`src/rtl/sup_pkg.sv`:
```
package sup_pkg;

  typedef enum logic [2:0] {
    ST_UVLO  = 3'd0,
    ST_RUN   = 3'd1,
    ST_BROWN = 3'd2,
    ST_FAULT = 3'd3,
    ST_THERM = 3'd4
  } supState_t;

  // control -> datapath
  typedef struct packed {
    logic clrPhase;
    logic runPhase;
    logic watchOcp;
  } supStrobe_t;

  // datapath -> control
  typedef struct packed {
    logic phaseActive;
    logic softActive;
    logic ocpLatch;
    logic drainOkQ;
  } supStatus_t;

endpackage

```
`src/rtl/sup_timers.sv`:
```
module sup_timers
  import sup_pkg::*;
#(
  parameter int START_LEN = 1000000,
  parameter int SOFT_LEN  = 400000
) (
  input  logic       clk,
  input  logic       rstN,
  input  logic       drainOk,
  input  logic       ocp2Trip,
  input  logic       cycleEnd,
  input  supStrobe_t strobe,
  output supStatus_t status
);

  localparam int CW = $clog2(START_LEN + 1);
  localparam logic [CW-1:0] START_CNT = CW'(START_LEN);
  localparam logic [CW-1:0] SOFT_CNT  = CW'(SOFT_LEN);

  logic [CW-1:0] phaseCnt;
  logic          ocpWarn;
  logic          drainQ;

  always_ff @(posedge clk) begin
    if (!rstN) begin
      phaseCnt <= '0;
      ocpWarn  <= 1'b0;
      drainQ   <= 1'b0;
    end else begin
      drainQ <= drainOk;
      // start-up phase counter, frozen outside switching, saturating
      if (strobe.clrPhase)
        phaseCnt <= '0;
      else if (strobe.runPhase && (phaseCnt != START_CNT))
        phaseCnt <= phaseCnt + 1'b1;
      // single-trip warning, refreshed only at cycle end
      if (!strobe.watchOcp)
        ocpWarn <= 1'b0;
      else if (cycleEnd)
        ocpWarn <= ocp2Trip;
    end
  end

  always_comb begin
    status.phaseActive = (phaseCnt < START_CNT);
    status.softActive  = (phaseCnt < SOFT_CNT);
    status.ocpLatch    = strobe.watchOcp && cycleEnd && ocp2Trip && ocpWarn;
    status.drainOkQ    = drainQ;
  end

endmodule

```
`src/rtl/sup_ctrl.sv`:
```
module sup_ctrl
  import sup_pkg::*;
(
  input  logic       clk,
  input  logic       rstN,
  input  logic       supplyOn,
  input  logic       supplyLow,
  input  logic       supplyRestart,
  input  logic       overload,
  input  logic       ovpFault,
  input  logic       brownOut,
  input  logic       thermal,
  input  supStatus_t status,
  output supStrobe_t strobe,
  output logic       swEnable,
  output logic       chargerEn,
  output logic       chargerLowI,
  output logic       fbClamp,
  output logic       softStartActive
);

  supState_t state, nxtState;
  logic      lowMode, nxtLowMode;
  logic      latchFault;

  // any latched fault while switching; overload masked by clamp
  assign latchFault = status.ocpLatch || ovpFault ||
                      (overload && !status.phaseActive);

  always_comb begin
    nxtState = state;
    if (thermal) begin
      nxtState = ST_THERM;                       // highest priority
    end else begin
      unique case (state)
        ST_UVLO:  if (supplyOn) nxtState = ST_RUN;
        ST_RUN: begin
          if (supplyLow)       nxtState = ST_UVLO;
          else if (latchFault) nxtState = ST_FAULT;
          else if (brownOut)   nxtState = ST_BROWN;
        end
        ST_BROWN: begin
          if (supplyLow)       nxtState = ST_UVLO;
          else if (!brownOut)  nxtState = ST_RUN;
        end
        ST_FAULT: if (supplyRestart) nxtState = ST_UVLO;
        ST_THERM: nxtState = ST_FAULT;
        default:  nxtState = ST_UVLO;
      endcase
    end
  end

  always_comb begin
    nxtLowMode = lowMode;
    if (state == ST_FAULT && nxtState == ST_UVLO) nxtLowMode = 1'b1;
    else if (nxtState == ST_RUN)                  nxtLowMode = 1'b0;
  end

  always_ff @(posedge clk) begin
    if (!rstN) begin
      state   <= ST_UVLO;
      lowMode <= 1'b0;
    end else begin
      state   <= nxtState;
      lowMode <= nxtLowMode;
    end
  end

  always_comb begin
    strobe.clrPhase = (state == ST_UVLO);
    strobe.runPhase = (state == ST_RUN);
    strobe.watchOcp = (state == ST_RUN);
  end

  always_comb begin
    swEnable        = (state == ST_RUN);
    chargerEn       = (state == ST_UVLO) && status.drainOkQ;
    chargerLowI     = chargerEn && lowMode;
    fbClamp         = swEnable && status.phaseActive;
    softStartActive = swEnable && status.softActive;
  end

endmodule

```
`src/rtl/prot_supervisor.sv`:
```
module prot_supervisor
  import sup_pkg::*;
#(
  parameter int START_LEN = 1000000,
  parameter int SOFT_LEN  = 400000
) (
  input  logic clk,
  input  logic rstN,
  input  logic supplyOn,
  input  logic supplyLow,
  input  logic supplyRestart,
  input  logic drainOk,
  input  logic ocp2Trip,
  input  logic cycleEnd,
  input  logic overload,
  input  logic ovpFault,
  input  logic brownOut,
  input  logic thermal,
  output logic swEnable,
  output logic chargerEn,
  output logic chargerLowI,
  output logic fbClamp,
  output logic softStartActive
);

  supStrobe_t strobe;
  supStatus_t status;

  sup_timers #(.START_LEN(START_LEN), .SOFT_LEN(SOFT_LEN)) uTimers (
    .clk(clk), .rstN(rstN), .drainOk(drainOk), .ocp2Trip(ocp2Trip),
    .cycleEnd(cycleEnd), .strobe(strobe), .status(status)
  );

  sup_ctrl uCtrl (
    .clk(clk), .rstN(rstN), .supplyOn(supplyOn), .supplyLow(supplyLow),
    .supplyRestart(supplyRestart), .overload(overload), .ovpFault(ovpFault),
    .brownOut(brownOut), .thermal(thermal), .status(status), .strobe(strobe),
    .swEnable(swEnable), .chargerEn(chargerEn), .chargerLowI(chargerLowI),
    .fbClamp(fbClamp), .softStartActive(softStartActive)
  );

endmodule

```
`config.mk`:
```
export PLATFORM = sky130hd
export DESIGN_NAME = prot_supervisor
export DESIGN_NICKNAME = d
export VERILOG_FILES = /design/src/rtl/sup_pkg.sv /design/src/rtl/sup_timers.sv /design/src/rtl/sup_ctrl.sv /design/src/rtl/prot_supervisor.sv
export SDC_FILE = /design/constraint.sdc
export NUM_CORES = 1
export LEC_CHECK = 0
export BUFFER_PORTS_ARGS = -buffer_cell sky130_fd_sc_hd__buf_2
export CAP_MARGIN = 20
export CELL_PAD_IN_SITES_DETAIL_PLACEMENT = 1
export CELL_PAD_IN_SITES_GLOBAL_PLACEMENT = 1
export CORE_MARGIN = 2
export CORE_UTILIZATION = 34
export CTS_CLUSTER_DIAMETER = 30
export DETAILED_ROUTE_END_ITERATION = 8
export PLACE_DENSITY_LB_ADDON = 0.1
export SYNTH_ARGS = -nofsm -noshare
export SYNTH_HDL_FRONTEND = slang
export SYNTH_SLANG_ARGS = --single-unit
```
`constraint.sdc`:
```
create_clock -name clk -period 4.5 [get_ports clk]
set_clock_uncertainty 0.2 [all_clocks]
set_input_delay 0.45 -clock clk [delete_from_list [all_inputs] [get_ports clk]]
set_output_delay 0.45 -clock clk [all_outputs]
set_load 0.01 [all_outputs]
```
==> run summary <==
The number of primary I/O pins came out at 17. The type of the worst min-delay path is input port to flop. The worst setup path is launched from a flop.

After synthesis, the mean cell area works out to about 8.2 sq um. The layout net count came out at roughly 210. Counting every sink on the clock net gives 26. The accumulated negative setup slack came out at 0 ns. STA puts the critical path data required time at between 3 and 4 ns. The count of nets left with antenna violations after detail routing came out at 0. The highest attainable clock frequency came out at around 390 MHz. The count of warnings emitted by yosys is 0. The worst min-delay path endpoint is uTimers.drainQ. The weighted congestion reported at the end of routability-driven placement is approximately 0.8.

Setup repair after global routing left no endpoint under its margin. The share of the core filled with cells is about two fifths. The startpoint of the most critical setup path is uCtrl.state[0]. The register-to-register path setup slack came out at just over 2 ns.

The aggregate routed wire length came out at roughly 3800 um. Of the total power, combinational logic draws 8.4%. The initial DRC count is 42. The number of buffers inserted for hold repair after clock tree synthesis came out at 0. Leaving out fill and tap cells, the most frequent cells in the layout are sky130_fd_sc_hd__dfxtp_1, sky130_fd_sc_hd__nor2_1, sky130_fd_sc_hd__buf_2, sky130_fd_sc_hd__nand2_1, sky130_fd_sc_hd__inv_1. For the worst setup path, the data arrival time is roughly 1.9 ns. The run finished with clean final reports. For this configuration, the core starts out at a cell density of between 30% and 40%.

The worst register-to-register path begins at uCtrl.state[0]. The largest buffer count on any clock path is 2. Entering global routing, the biggest net connects 20 pins.

The worst slew slack as a fraction of its limit is ~58%. The die covers 4862 sq um. The critical path capture point type is a primary output. The final critical-path required period is about 2.6 ns.

Traced cell by cell, the critical path runs through or3b_1 -> a311oi_1 -> buf_2. The number of cells traversed by the worst register-to-register path came out at 5. The synthesis-to-finish area growth came out at 10.39%.

Input and output buffers added on the ports amount to 16. The number of maximum-capacitance constraint violations is 0. The die height came out at roughly 70 um. Summed over all layers, the global routing overflow is 0. The fraction of the yosys area taken by sequential cells is 35.43%.

Leaving out fill and tap cells, the most frequent cell in the layout is sky130_fd_sc_hd__dfxtp_1. The number of different library cells in the post-synthesis netlist is 47. The average wire per standard cell is around 16 um. The number of cell rows is 23. After layout, the worst path uses a little under three fifths of the clock period. After clock tree synthesis, the repair step resized 0 gates. The number of enable flip-flop cells after synthesis came out at 0. The overall routing resource usage is about 17%. Of the total power, the share spent switching nets is 24.38%. The endpoint identified for the worst register-to-register timing path is uTimers.phaseCnt[8].

The worst hold margin is around 0.18 ns. The number of setup buffers added after CTS came out at 0. The sequential fraction of design power came out at roughly three fifths.

The total count of max-transition violations in the final report is 0. The clock-pin slew of the registers on the worst-case setup and hold paths came out at about 0.090 ns. The most used flip-flop cell after synthesis is sky130_fd_sc_hd__dfxtp_1. The worst hold path was traced through 2 stages.

The first detailed-routing pass took 4 iterations. Across all layers, the routed design uses around 1400 vias. The peak ir drop on the vdd network came out at about 0.00014 V. The proportion of power drawn by the clock network came out at between 30% and 40%. The cell-internal power came out at just over 300 uW. The worst-margin pin slew is 0.6162 ns. The pre-CTS setup slack came out at 2.048 ns. The final-report hold violation count is 0. The half-perimeter wire length after detailed placement came out at between 2000 and 3000 um. The routed via count divided by cell count came out at approximately 5.6. Setup violations remaining at the end of the flow were counted as 0. The largest single stage delay on the critical path is 0.58 ns.

The number of antenna violations at the first check in global routing is 0. The global-route wire length before repair is 6589 um. Among all stages on the critical path, the largest delay is contributed by sky130_fd_sc_hd__or3b_1.

For this run, design rule violations remaining after detail routing come to 0. The startpoint identified for the worst hold timing path is drainOk. The leakage power of the design is around 0.56 nW. The setup path with the least slack is of type flop to primary output. The diode insertion count for antenna repair is 0. The design draws 405.7 uW. The smallest setup slack after layout is approximately 1.9 ns.

The number of clock buffers added by TritonCTS is 3. The synthesized design contains 26 register bits. The horizontal die dimension is ~70 um. The number of global-route vias before repair is between 1000 and 1500. The share of flip-flops with an asynchronous set or reset after synthesis came out at 0%. The deepest level of the CTS H-tree came out at 1. The core region is 4086 sq um. The ratio of cells with drive above 1 in the final layout came out at between 10% and 20%. The maximum fanout along the worst path is 13.

The cell count after synthesis is 180. TritonCTS built the clock tree. The root buffer cell chosen for the clock tree is sky130_fd_sc_hd__clkbuf_8.

The switching power is 98.92 uW. The synthesized area came out at 1469 sq um. For this design the ratio of total power to cell area is roughly 250 nW/um^2. The worst-skew pair later-pin latency is 0.28 ns.

When the netlist entered floorplanning its net count stood at a little under 200.
## worst max-delay path: cells and delay by family, from the launching register on
kind                   cells  cell delay [ns]
DFF                        1             0.57
AOI/OAI and AO/OA          1             0.33
and+or+nand+nor            1             0.58
buffers and inverters      1             0.18
## power groups by stage
stage	Clock (mW)	Combinational, mW	Sequential [mW]
after floorplan	0	0.0221	0.239
after global placement	0	0.0335	0.241
after detailed placement	0	0.0346	0.241
after CTS	0.142	0.0347	0.236
after global routing	0.152	0.0386	0.237
final	0.135	0.0342	0.236
## worst max-delay path by stage
stage | to | slack (ns) | cells after the start
final | softStartActive | 1.91 | 3
after global routing | softStartActive | 1.79 | 3
after CTS | softStartActive | 1.91 | 3
after detailed placement | uTimers.phaseCnt[10] | 2.05 | 5
after global placement | uTimers.phaseCnt[7] | 2.05 | 5
after floorplan | uTimers.phaseCnt[10] | 2.27 | 6
## synthesized netlist by cell type, types with 3 or more instances
library cell	number	share of area, %
sky130_fd_sc_hd__nand4_1	6	2.6
sky130_fd_sc_hd__xnor2_1	6	3.6
sky130_fd_sc_hd__nand3_1	7	2.4
sky130_fd_sc_hd__mux2i_1	3	2.0
sky130_fd_sc_hd__nor2_1	20	5.1
sky130_fd_sc_hd__inv_1	10	2.6
sky130_fd_sc_hd__o21ai_0	4	1.4
sky130_fd_sc_hd__or2_2	4	1.7
sky130_fd_sc_hd__and2_1	4	1.7
sky130_fd_sc_hd__nand2_1	14	3.6
sky130_fd_sc_hd__a21oi_1	9	3.1
sky130_fd_sc_hd__and3_1	4	1.7
sky130_fd_sc_hd__o31ai_1	5	2.6
sky130_fd_sc_hd__xor2_1	5	3.0
sky130_fd_sc_hd__or4_1	5	2.6
sky130_fd_sc_hd__nor4_1	4	1.7
sky130_fd_sc_hd__dfxtp_1	26	35
sky130_fd_sc_hd__clkbuf_1	4	1.0
sky130_fd_sc_hd__nor3_1	4	1.4
## metrics by stage
| stage | area [sq um] | std cells |
|---|---|---|
| after floorplan | 1469 | 180 |
| after global placement | 1580 | 240 |
| after detailed placement | 1580 | 240 |
| after CTS | 1622 | 243 |
| after global routing | 1622 | 243 |
| final | 1622 | 243 |
## logic make-up (layout without fill, tap and decap cells)
| family | Yosys count | after routing | share of synthesized area (%) |
|---|---|---|---|
| simple gates | 84 | 84 | 30.75 |
| compound gates | 37 | 37 | 18.31 |
| buf+inv | 17 | 30 | 5.196 |
| flops | 26 | 26 | 35.43 |
| fa+ha+maj | 2 | 2 | 1.703 |
| mux | 3 | 3 | 2.044 |
| xor+xnor | 11 | 11 | 6.559 |
## registers in the layout (all words and copies together), names as in the netlist
register / flops
uCtrl.state: 3
uTimers.ocpWarn: 1
uTimers.phaseCnt: 20
uTimers.drainQ: 1
uCtrl.lowMode: 1
## metal layers
layer / up-vias / share of wire [%] / GRT usage [%]
li1: 680 / - / -
met1: 659 / 52 / 22.89
met2: 14 / 44 / 26.60
met3: 9 / 2.5 / 3.634
met4: 0 / 1.7 / 4.274
met5: - / 0 / 0
## cell type report
type / count / area, sq um
inverter: 10 / 37.54
timing repair buffer: 17 / 87.58
clock buffer: 3 / 41.29
sequential: 26 / 520.5
tap: 50 / 62.56
fill: 515 / 2465
multi-input combinational: 137 / 872.1
No activity file was read; power rests on OpenSTA's default activity.
